[config.mk]
export PLATFORM = sky130hd
export DESIGN_NAME = amo_ctrl
export DESIGN_NICKNAME = d
export VERILOG_FILES = /design/src/rtl/amo_pkg.sv /design/src/rtl/amo_alu.sv /design/src/rtl/amo_resv.sv /design/src/rtl/amo_ctrl.sv
export SDC_FILE = /design/constraint.sdc
export NUM_CORES = 1
export LEC_CHECK = 0
export BUFFER_PORTS_ARGS = -buffer_cell sky130_fd_sc_hd__buf_2
export CAP_MARGIN = 20
export CORE_MARGIN = 8
export CORE_UTILIZATION = 45
export CTS_BUF_LIST = sky130_fd_sc_hd__clkbuf_8
export DETAILED_ROUTE_END_ITERATION = 12
export HOLD_SLACK_MARGIN = 0.02
export PLACE_DENSITY = 0.62
export SLEW_MARGIN = 20
export SYNTH_ARGS = -nofsm -noshare
export SYNTH_HDL_FRONTEND = slang
export SYNTH_SLANG_ARGS = --single-unit
[constraint.sdc]
create_clock -name clk -period 6.5 [get_ports clk]
set_input_delay 0 -clock clk [delete_from_list [all_inputs] [get_ports clk]]
set_output_delay 0 -clock clk [all_outputs]
set_load 0.02 [all_outputs]
[src/rtl/amo_pkg.sv]
package amo_pkg;
  typedef enum logic [3:0] {
    OP_LR   = 4'd0,
    OP_SC   = 4'd1,
    OP_SWAP = 4'd2,
    OP_ADD  = 4'd3,
    OP_XOR  = 4'd4,
    OP_AND  = 4'd5,
    OP_OR   = 4'd6,
    OP_MIN  = 4'd7,
    OP_MAX  = 4'd8,
    OP_MINU = 4'd9,
    OP_MAXU = 4'd10
  } amo_op_e;

  typedef enum logic [1:0] {
    ST_IDLE = 2'd0,
    ST_RD   = 2'd1,
    ST_CAP  = 2'd2,
    ST_WR   = 2'd3
  } amo_st_e;
endpackage

[src/rtl/amo_alu.sv]
module amo_alu
  import amo_pkg::*;
#(
  parameter int XLEN = 64
) (
  input  amo_op_e          op,
  input  logic             dw,
  input  logic [XLEN-1:0]  old_val,
  input  logic [XLEN-1:0]  src_val,
  output logic [XLEN-1:0]  new_val
);
  localparam int HALF = XLEN / 2;

  logic [XLEN-1:0] a, b, r;

  // Word operands are sign-extended, which keeps both signed and unsigned order.
  assign a = dw ? old_val : {{HALF{old_val[HALF-1]}}, old_val[HALF-1:0]};
  assign b = dw ? src_val : {{HALF{src_val[HALF-1]}}, src_val[HALF-1:0]};

  always_comb begin
    case (op)
      OP_ADD:  r = a + b;
      OP_XOR:  r = a ^ b;
      OP_AND:  r = a & b;
      OP_OR:   r = a | b;
      OP_MIN:  r = ($signed(a) < $signed(b)) ? a : b;
      OP_MAX:  r = ($signed(a) < $signed(b)) ? b : a;
      OP_MINU: r = (a < b) ? a : b;
      OP_MAXU: r = (a < b) ? b : a;
      default: r = b;
    endcase
  end

  assign new_val = dw ? r : {old_val[XLEN-1:HALF], r[HALF-1:0]};
endmodule

[src/rtl/amo_resv.sv]
module amo_resv #(
  parameter int AW = 8
) (
  input  logic          clk,
  input  logic          rst,
  input  logic          set_en,
  input  logic [AW-1:0] set_addr,
  input  logic          clr_en,
  input  logic          snoop_valid,
  input  logic [AW-1:0] snoop_addr,
  input  logic [AW-1:0] chk_addr,
  output logic          hit
);
  logic          rv_q;
  logic [AW-1:0] ra_q;
  logic          snoop_hit;

  assign snoop_hit = snoop_valid && rv_q && (snoop_addr == ra_q);
  assign hit       = rv_q && (ra_q == chk_addr) && !snoop_hit;

  always_ff @(posedge clk) begin
    if (rst) begin
      rv_q <= 1'b0;
      ra_q <= '0;
    end else if (set_en) begin
      rv_q <= 1'b1;
      ra_q <= set_addr;
    end else if (clr_en || snoop_hit) begin
      rv_q <= 1'b0;
    end
  end
endmodule

[src/rtl/amo_ctrl.sv]
module amo_ctrl
  import amo_pkg::*;
#(
  parameter int AW   = 8,
  parameter int XLEN = 64
) (
  input  logic            clk,
  input  logic            rst,
  input  logic            req_valid,
  input  logic [3:0]      req_op,
  input  logic [AW-1:0]   req_addr,
  input  logic [XLEN-1:0] req_data,
  input  logic            req_dw,
  input  logic            req_aq,
  input  logic            req_rl,
  output logic            busy,
  output logic            rsp_done,
  output logic [XLEN-1:0] rsp_data,
  output logic            rsp_aq,
  output logic            rsp_rl,
  output logic            rsp_seqcst,
  output logic            mem_rd,
  output logic            mem_wr,
  output logic            mem_lock,
  output logic [AW-1:0]   mem_addr,
  output logic [XLEN-1:0] mem_wdata,
  output logic [1:0]      mem_wmask,
  input  logic [XLEN-1:0] mem_rdata,
  input  logic            snoop_valid,
  input  logic [AW-1:0]   snoop_addr
);
  localparam int HALF = XLEN / 2;

  amo_st_e         st_q;
  amo_op_e         op_q, op_in;
  logic            dw_q;
  logic [XLEN-1:0] src_q, old_q, rd_ext, alu_res;
  logic            accept, sc_ok;

  assign op_in  = amo_op_e'(req_op);
  assign accept = req_valid && (st_q == ST_IDLE);
  assign busy   = (st_q != ST_IDLE);
  assign rd_ext = dw_q ? mem_rdata : {{HALF{mem_rdata[HALF-1]}}, mem_rdata[HALF-1:0]};

  amo_resv #(.AW(AW)) u_resv (
    .clk        (clk),
    .rst        (rst),
    .set_en     (accept && (op_in == OP_LR)),
    .set_addr   (req_addr),
    .clr_en     (accept && (op_in == OP_SC)),
    .snoop_valid(snoop_valid),
    .snoop_addr (snoop_addr),
    .chk_addr   (req_addr),
    .hit        (sc_ok)
  );

  amo_alu #(.XLEN(XLEN)) u_alu (
    .op     (op_q),
    .dw     (dw_q),
    .old_val(mem_rdata),
    .src_val(src_q),
    .new_val(alu_res)
  );

  always_ff @(posedge clk) begin
    if (rst) begin
      st_q       <= ST_IDLE;
      op_q       <= OP_LR;
      dw_q       <= 1'b0;
      src_q      <= '0;
      old_q      <= '0;
      rsp_done   <= 1'b0;
      rsp_data   <= '0;
      rsp_aq     <= 1'b0;
      rsp_rl     <= 1'b0;
      rsp_seqcst <= 1'b0;
      mem_rd     <= 1'b0;
      mem_wr     <= 1'b0;
      mem_lock   <= 1'b0;
      mem_addr   <= '0;
      mem_wdata  <= '0;
      mem_wmask  <= 2'b00;
    end else begin
      rsp_done <= 1'b0;
      mem_rd   <= 1'b0;
      mem_wr   <= 1'b0;
      case (st_q)
        ST_IDLE: begin
          if (accept) begin
            op_q       <= op_in;
            dw_q       <= req_dw;
            src_q      <= req_data;
            mem_addr   <= req_addr;
            mem_wmask  <= req_dw ? 2'b11 : 2'b01;
            rsp_aq     <= req_aq;
            rsp_rl     <= req_rl;
            rsp_seqcst <= req_aq && req_rl;
            case (op_in)
              OP_LR: begin
                mem_rd <= 1'b1;
                st_q   <= ST_RD;
              end
              OP_SC: begin
                if (sc_ok) begin
                  mem_wr    <= 1'b1;
                  mem_wdata <= req_dw ? req_data : {{HALF{1'b0}}, req_data[HALF-1:0]};
                  st_q      <= ST_WR;
                end else begin
                  rsp_data <= {{(XLEN-1){1'b0}}, 1'b1};
                  rsp_done <= 1'b1;
                end
              end
              OP_SWAP, OP_ADD, OP_XOR, OP_AND, OP_OR,
              OP_MIN, OP_MAX, OP_MINU, OP_MAXU: begin
                mem_rd   <= 1'b1;
                mem_lock <= 1'b1;
                st_q     <= ST_RD;
              end
              default: begin
                rsp_data <= '0;
                rsp_done <= 1'b1;
              end
            endcase
          end
        end
        ST_RD: st_q <= ST_CAP;
        ST_CAP: begin
          if (op_q == OP_LR) begin
            rsp_data <= rd_ext;
            rsp_done <= 1'b1;
            st_q     <= ST_IDLE;
          end else begin
            old_q     <= rd_ext;
            mem_wdata <= alu_res;
            mem_wr    <= 1'b1;
            st_q      <= ST_WR;
          end
        end
        default: begin
          rsp_done <= 1'b1;
          mem_lock <= 1'b0;
          rsp_data <= (op_q == OP_SC) ? '0 : old_q;
          st_q     <= ST_IDLE;
        end
      endcase
    end
  end
endmodule

==> reports/qor_table.md, run 1 <==
| Result | Value |
| --- | --- |
| Area fraction in and, or, nand and nor cells after synthesis | 17.3% |
| Number of search-and-repair iterations in the first detailed-routing pass | 8 |
| Number of buffer and inverter stages on the critical path | 5 |
| Worst Path Arrival | 6.26 ns |
| Average size of a mapped cell | 7.34 sq um |
| Count of clock tree sinks | 288 |
| Hold Violations, Final | 0 |
| Crit-path slowest cell | sky130_fd_sc_hd__nor4_4 |
| Finish-stage setup viols | 0 |
| Most frequent standard cell in the layout excluding fill and tap cells | sky130_fd_sc_hd__a21oi_1 |
| Max Clk Rate | 0.174 GHz |
| Type of origin of the critical path | flip-flop |
| 1st-iter DRT viols | 2,241 |
| DR vias/cell | 6.24 |
| Static leakage | 0.0111 uW |
| Number of DRC violations after detailed routing | 0 |
| Multiplexer area fraction after synthesis | 1.25% |
| Part of the cycle the worst path needs | 88.6% |
| Overall global routing resource usage | 34.0% |
| Setup repair after global routing missed its margin | false |
| Switching part of the total | 48.0% |
| Clock skew after layout | 0.0304 ns |
| Maximum number of pins on one net before global-route repair | 88 |
| Commonest cells after routing, fill and taps aside | sky130_fd_sc_hd__a21oi_1, sky130_fd_sc_hd__nand2_1, sky130_fd_sc_hd__buf_2 |
| Outcome | finished, final reports clean |
| Transition time of the tightest slew-check pin | 1.19 ns |
| Area of the placeable core | 47,300 sq um |
| Count of pins on the block boundary | 301 |
| CTS tree | done |
| Final net count | 3,626 |
| Cell internal pwr | 4850 uW |
| Area post-placement | 23,300 sq um |
| HP Class | in -> reg |
| Gate count after technology mapping | 2,918 |
| Height of the die | 234 microns |
| Leading area contributor after synthesis | sky130_fd_sc_hd__dfxtp_1 |
| Antenna-violating nets left | 0 |
| Post-synthesis compound-gate area fraction | 33.3% |
| Aggregate routed wire length | 96.5 mm |
| Die footprint | 54,800 sq um |
| Width of the chip | 234 microns |
| Per-cell routed wire length | 24.6 microns |
| Slew headroom | 20.8% |
| Layout cell share with drive strength beyond 1 | 14.4% |
| Synthesized Nets | 3,270 |
| Crit Path Max Fanout | 26 |
| Post-synthesis cell type count | 82 |
| Power density over the cells | 354 nW/um^2 |
| Clock share of power | 20.6% |
| Final HPWL from detailed placement | 65.1 mm |
| Via count of the routed design | 24,500 |
| Stage delay of the slowest cell on the critical path | 0.78 ns |
| Clock transition time at the flip-flop clock pins of the worst setup and hold paths | 0.06 ns |
| H-tree depth | 2 |
| Global-route wire length before repair | 145 mm |
| Syn. warnings | 0 |
| Ranking of synthesized cells by area | sky130_fd_sc_hd__dfxtp_1, sky130_fd_sc_hd__ha_1, sky130_fd_sc_hd__a21oi_1 |
| Buffer type at the clock tree root | sky130_fd_sc_hd__clkbuf_8 |
| Clock insertion delay at the later pin of the skew report | 0.66 ns |
| Worst VDD drop | 0.000253 V |
| Post-synthesis sequential area ratio | 26.9% |
| Congestion Overflow GR | 0 |
| Adder-Cell Fraction of Synth Area | 11.5% |
| Antenna violations before repair | 4 |
| Combinational family with the most area after synthesis | compound AO/OA/AOI/OAI gates |
| Time the final worst path needs with I/O delays and setup | 5.76 ns |
| Number of global-route vias before repair | 24,100 |
| Share of Yosys cell area claimed by the top area cell type | 26.9% |
| Slew Viols, Final | 0 |
| Design Area, Final | 26,400 sq um |
| Setup CP Type | reg -> reg |
| Buffers from clock root to sink, at most | 3 |
| Share of synthesized flip-flops with an asynchronous set or reset | 0% |
| Kind of cell adding the most delay to the critical path | compound AO/OA/AOI/OAI gates |
| Number of storage elements in the synthesis netlist | 288 |
| Post-Synthesis Cell Area | 21,400 sq um |
| Area added between synthesis and finish | 23.2% |
| Final sum of negative setup slack | 0 ns |
| Starting utilization of the core area | 45.2% |
| Port bufs | 300 |
| Fraction of power consumed by combinational cells | 53.2% |
| Max cap viols | 0 |
| Data required time of the worst path | 7.00 ns |
| Number of buffers inserted during clock tree synthesis | 53 |
| Crit path cell chain | inv_1 -> nor2_2 -> buf_4 -> buf_4 -> a21oi_1 -> ha_1 -> inv_1 -> a21oi_1 -> nand2_1 -> o221ai_1 -> a31oi_1 -> nor4_4 -> mux2i_2 -> o21ai_4 -> nand2_1 -> buf_12 -> a2111oi_0 -> o22ai_1 |
| Predominant post-synthesis flop cell | sky130_fd_sc_hd__dfxtp_1 |
| Number of instances resized during post-cts repair | 0 |
| Share of the synthesized netlist area taken by xor and xnor gates | 2.00% |
| Final RePlAce weighted congestion | 1.01 |
| Portion of total power attributed to sequential cells | 26.2% |
| Nature of the critical path endpoint | flip-flop |
| Number of synthesized flops with an enable pin | 0 |
| Net load switching power | 4480 uW |
| Count of standard-cell rows | 80 |
==> kinds of logic (layout without fill, tap and decap cells) <==
| logic type | count (synthesis) | in the layout |
|---|---|---|
| buffers and inverters | 423 | 819 |
| xor gates and xnor gates | 49 | 49 |
| DFF | 288 | 288 |
| AOI/OAI and AO/OA | 1086 | 1086 |
| other | 0 | 1 |
| adders and majority gates | 197 | 197 |
| and+or+nand+nor | 849 | 849 |
| muxes | 26 | 26 |
==> layer usage <==
layer / track usage (%) / vias up / wire [microns]
met5: 0 / - / 0
met4: 13.6 / 0 / 3690
met3: 5.69 / 232 / 7870
met2: 55.3 / 1217 / 44200
met1: 44.3 / 11800 / 40700
li1: - / 11200 / -
==> synthesized netlist by cell type (all sizes together) (14+ instances only) <==
cell type and instances:
a2111oi 25, a211oi 117, a21o 43, a21oi 369, a221o 18, a221oi 54, a22oi 94, a31oi 17
buf 46, clkbuf 205, dfxtp 288, ha 196, inv 171, mux2i 26, nand2 364, nand2b 14
nand3 30, nand4 21, nor2 268, nor3 44, nor4 19, o2111ai 21, o211ai 32, o21ai 155
o21bai 27, o22ai 24, or3 35, xnor2 36
==> through the flow <==
step	instances	total power (uW)	util, %	setup WS [ns]	hold WS (ns)
floorplan	2918	5500	-	1.74	0.136
global placement	3641	7110	49.2	1.12	0.253
detailed placement	3641	7170	49.2	0.936	0.257
CTS	3929	9250	55.7	0.921	0.102
global route	3929	9860	55.7	0.505	0.148
finish	3930	9330	55.7	0.741	0.151
==> tightest hold or removal path, cell delays in order <==
cell and delay (ns):
sky130_fd_sc_hd__dlygate4sd3_1 0.52, sky130_fd_sc_hd__buf_2 0.13, sky130_fd_sc_hd__nand2_1 0.05, sky130_fd_sc_hd__a21oi_1 0.05
==> path summary, 6_finish.rpt <==
kind | to | slack (ns) | startpoint | cells past startpoint
min reg2reg | old_q[3]$_SDFFE_PP0P_ | 0.45 | old_q[3]$_SDFFE_PP0P_ | 2
max | mem_wdata[40]$_SDFFE_PP0P_ | 0.74 | src_q[31]$_SDFFE_PP0P_ | 18
min | src_q[39]$_SDFFE_PP0P_ | 0.15 | req_data[39] | 4
max reg2reg | mem_wdata[40]$_SDFFE_PP0P_ | 0.74 | src_q[31]$_SDFFE_PP0P_ | 18
==> repair_timing <==
action                                 CTS  global route
hold buffers                           193             0
endpoints found under the hold margin  271             0
setup buffers                            0             0
==> power by group through the flow <==
stage	Clock, uW	Sequential, uW	Combinational [uW]
after detailed placement	0	2470	4700
after CTS	1950	2440	4860
after global placement	0	2460	4650
after global routing	2020	2490	5340
final	1920	2450	4960
after floorplan	0	2700	2800
==> cell type report <==
cell class	instances	area, sq um
well taps	615	769
inverters	172	646
multi-input cells	2207	14100
clock inverters	31	259
diodes	1	2.50
fillers	4519	21000
flip-flops and latches	288	5770
repair buffers	552	3920
clock buffers	64	881
==> state kept, by name, indices dropped and copies added, names as in the netlist <==
name,flops
mem_wmask,2
rsp_done,1
mem_addr,8
rsp_rl,1
rsp_data,64
u_resv.ra_q,8
op_q,4
mem_wr,1
src_q,64
mem_lock,1
mem_wdata,64
st_q,2
u_resv.rv_q,1
rsp_aq,1
rsp_seqcst,1
old_q,64
mem_rd,1
No activity file was read; power rests on OpenSTA's default activity.
==> run 2, diff against run 1 <==
==> constraint.sdc (replaced) <==
create_clock -name clk -period 5.55 [get_ports clk]
set_input_delay 0 -clock clk [delete_from_list [all_inputs] [get_ports clk]]
set_output_delay 0 -clock clk [all_outputs]
set_load 0.02 [all_outputs]
==> run 2 against run 1 <==
Against the previous run: clock skew is 0.021 ns higher; critical path depth is 2 lower; final cell count is 0.23% higher; sequential share of layout area hardly changed; clock power is 8% higher; global-route usage is 0.17 points lower; fmax is 8.3% higher; highest routed layer unchanged; hold slack worse by 0.030 ns; combinational power is 19% higher; first-iteration DRC count is 1.6% higher; utilization hardly changed; via count is 0.35% lower.
==> reports/qor_table.md, run 2 (synthesized netlist as in run 1, its figures left out) <==
| Result | Value | vs previous |
| --- | --- | --- |
| Layout cell share with drive strength beyond 1 | 15.4% | +1.0 points |
| Clock skew after layout | 0.0516 ns | +0.0212 ns |
| CTS tree | done |  |
| Final HPWL from detailed placement | 66.1 mm | +1.6% |
| Slew headroom | 23.7% | +2.9 points |
| Setup repair after global routing missed its margin | false |  |
| HP Class | in -> reg |  |
| Switching part of the total | 48.6% | +0.58 points |
| Via count of the routed design | 24,400 | -0.35% |
| Cell internal pwr | 5580 uW | +15% |
| Fraction of power consumed by combinational cells | 54.5% | +1.3 points |
| Nature of the critical path endpoint | flip-flop |  |
| Stage delay of the slowest cell on the critical path | 0.69 ns | -0.09 ns |
| Net load switching power | 5280 uW | +18% |
| Static leakage | 0.0111 uW | +0.56% |
| Aggregate routed wire length | 95.9 mm | -0.61% |
| Finished Core Util | 55.7% | about the same |
| Crit-path slowest cell | sky130_fd_sc_hd__a2111oi_0 |  |
| Final RePlAce weighted congestion | 0.997 | -1.3% |
| Overall global routing resource usage | 33.8% | -0.17 points |
| Count of standard-cell rows | 80 | unchanged |
| Routed length on met1 | 40.6 mm | -0.21% |
| Transition time of the tightest slew-check pin | 1.14 ns | -0.0474 ns |
| Fill count | 4,522 | +0.066% |
| Most frequent standard cell in the layout excluding fill and tap cells | sky130_fd_sc_hd__a21oi_1 |  |
| Worst Path Arrival | 5.85 ns | -0.41 ns |
| Global-route wire length before repair | 144 mm | -0.61% |
| Port bufs | 300 | unchanged |
| Number of DRC violations after detailed routing | 0 | unchanged |
| DR vias/cell | 6.20 | -0.58% |
| Finish-stage setup viols | 0 | unchanged |
| Slew Viols, Final | 0 | unchanged |
| H-tree depth | 2 | unchanged |
| Minimum hold slack | 0.122 ns | -0.0296 ns |
| Time the final worst path needs with I/O delays and setup | 5.32 ns | -0.440 ns |
| CP dominant cell by count | sky130_fd_sc_hd__buf_4 |  |
| Design Area, Final | 26,400 sq um | about the same |
| Maximum number of pins on one net before global-route repair | 90 | +2.3% |
| Final net count | 3,636 | +0.28% |
| Crit Path Max Fanout | 89 | +240% |
| Height of the die | 234 microns | unchanged |
| Setup CP Type | reg -> reg |  |
| Met2 routed WL | 43.0 mm | -2.7% |
| Data required time of the worst path | 6.08 ns | -0.92 ns |
| Hold Violations, Final | 0 | unchanged |
| Buffers from clock root to sink, at most | 3 | unchanged |
| Antenna violations before repair | 0 | -4 |
| Area of the placeable core | 47,300 sq um | unchanged |
| Antenna-violating nets left | 0 | unchanged |
| Starting utilization of the core area | 45.2% | unchanged |
| Part of the cycle the worst path needs | 95.8% | +7.2 points |
| Power density over the cells | 412 nW/um^2 | +16% |
| 1st-iter DRT viols | 2,277 | +1.6% |
| Count of clock tree sinks | 288 | unchanged |
| Commonest cells after routing, fill and taps aside | sky130_fd_sc_hd__a21oi_1, sky130_fd_sc_hd__nand2_1, sky130_fd_sc_hd__buf_2 |  |
| Congestion Overflow GR | 0 | unchanged |
| Crit path cell chain | buf_12 -> a21oi_1 -> ha_1 -> nor4_1 -> and4_1 -> nand4_2 -> a2111oi_4 -> nor4_4 -> buf_4 -> and3_1 -> o21ai_4 -> buf_4 -> a21oi_1 -> a2111oi_0 -> buf_4 -> o21ai_1 |  |
| Portion of total power attributed to sequential cells | 26.3% | about the same |
| Area post-placement | 23,600 sq um | +1.2% |
| Per-cell routed wire length | 24.3 microns | -0.83% |
| Final std cells w/o fill | 3,939 | +0.23% |
| Buffer type at the clock tree root | sky130_fd_sc_hd__clkbuf_8 |  |
| Final sum of negative setup slack | 0 ns | unchanged |
| Type of origin of the critical path | flip-flop |  |
| Count of pins on the block boundary | 301 | unchanged |
| Number of search-and-repair iterations in the first detailed-routing pass | 8 | unchanged |
| Clock transition time at the flip-flop clock pins of the worst setup and hold paths | 0.06 ns | about the same |
| Number of global-route vias before repair | 24,200 | +0.38% |
| Width of the chip | 234 microns | unchanged |
| Outcome | finished, final reports clean |  |
| Highest metal used | met4 |  |
| Max Clk Rate | 0.188 GHz | +8.3% |
| Number of instances resized during post-cts repair | 0 | unchanged |
| Worst VDD drop | 0.000324 V | +28% |
| Number of cells in the design after placement | 3,673 | +0.88% |
| Area added between synthesis and finish | 23.1% | about the same |
| Number of buffers inserted during clock tree synthesis | 52 | -1.9% |
| Max cap viols | 0 | unchanged |
| Detail Route met3 WL | 8.19 mm | +4.2% |
| Die footprint | 54,800 sq um | unchanged |
| Clock insertion delay at the later pin of the skew report | 0.68 ns | +0.02 ns |
| Clock share of power | 19.1% | -1.5 points |
-- run 2: changes by cell type in the layout (fill, tap and decap cells not counted), moves of 3 or more --
cell / previous run / this run
sky130_fd_sc_hd__bufinv_16: 5 / 2
sky130_fd_sc_hd__buf_12: 3 / 6
sky130_fd_sc_hd__clkbuf_8: 65 / 62
sky130_fd_sc_hd__buf_4: 56 / 88
sky130_fd_sc_hd__clkinvlp_4: 1 / 5
sky130_fd_sc_hd__dlygate4sd3_1: 193 / 167
-- run 2: worst paths after layout --
path | from | to | slack, ns | cells after the start
hold / removal | req_data[55] | src_q[55]$_SDFFE_PP0P_ | 0.12 | 4
setup / recovery | mem_wmask[1]$_SDFFE_PP0P_ | mem_wdata[23]$_SDFFE_PP0P_ | 0.23 | 16
hold reg to reg | mem_wdata[43]$_SDFFE_PP0P_ | mem_wdata[43]$_SDFFE_PP0P_ | 0.45 | 2
setup reg to reg | mem_wmask[1]$_SDFFE_PP0P_ | mem_wdata[23]$_SDFFE_PP0P_ | 0.23 | 16
-- run 2: area by class of cell --
class,instances,area [sq um],area share (%)
antenna,1,2.50,0.00949
clock buffer,61,840,3.19
clock inverter,32,200,0.760
inverter,172,646,2.45
multi-input combinational,2207,14100,53.6
sequential,288,5770,21.9
tap,615,769,2.92
timing repair buffer,563,4010,15.2
-- run 2: what timing repair did --
action | CTS | global route
setup endpoints to repair | 0 | 1
setup buffers | 0 | 4
hold endpoints to repair | 264 | 0
hold buffers | 167 | 0
-- run 2: power by group through the flow --
stage | clock, uW | sequential [uW] | combinational, uW
2_1_floorplan | 0 | 3160 | 3280
3_3_place_gp | 0 | 2870 | 5570
3_5_place_dp | 0 | 2890 | 5640
4_1_cts | 2110 | 2850 | 5770
5_1_grt | 2200 | 2910 | 6370
6_report | 2080 | 2860 | 5920
-- run 2: per-layer routing --
layer	GRT usage (%)	vias up
met2	54.4	1231
li1	-	11300
met5	0	-
met4	14.8	0
met3	6.27	250
met1	43.8	11700
-- run 2: through the flow --
| stage | total power [uW] | worst slack (ns) |
|---|---|---|
| floorplan | 6440 | 0.789 |
| CTS | 10700 | 0.342 |
| detailed placement | 8530 | 0.388 |
| global route | 11500 | 0.0240 |
| global placement | 8450 | 0.466 |
| finish | 10900 | 0.231 |
-- run 2: worst max-delay path, delay by kind of cell, from the launching register on --
family,cells,cell delay (ns)
AND/OR/NAND/NOR,5,1.55
adder cells (fa/ha/maj),1,0.44
AO/OA/AOI/OAI,6,1.72
buffers and inverters,4,1.05
flip-flops,1,0.38
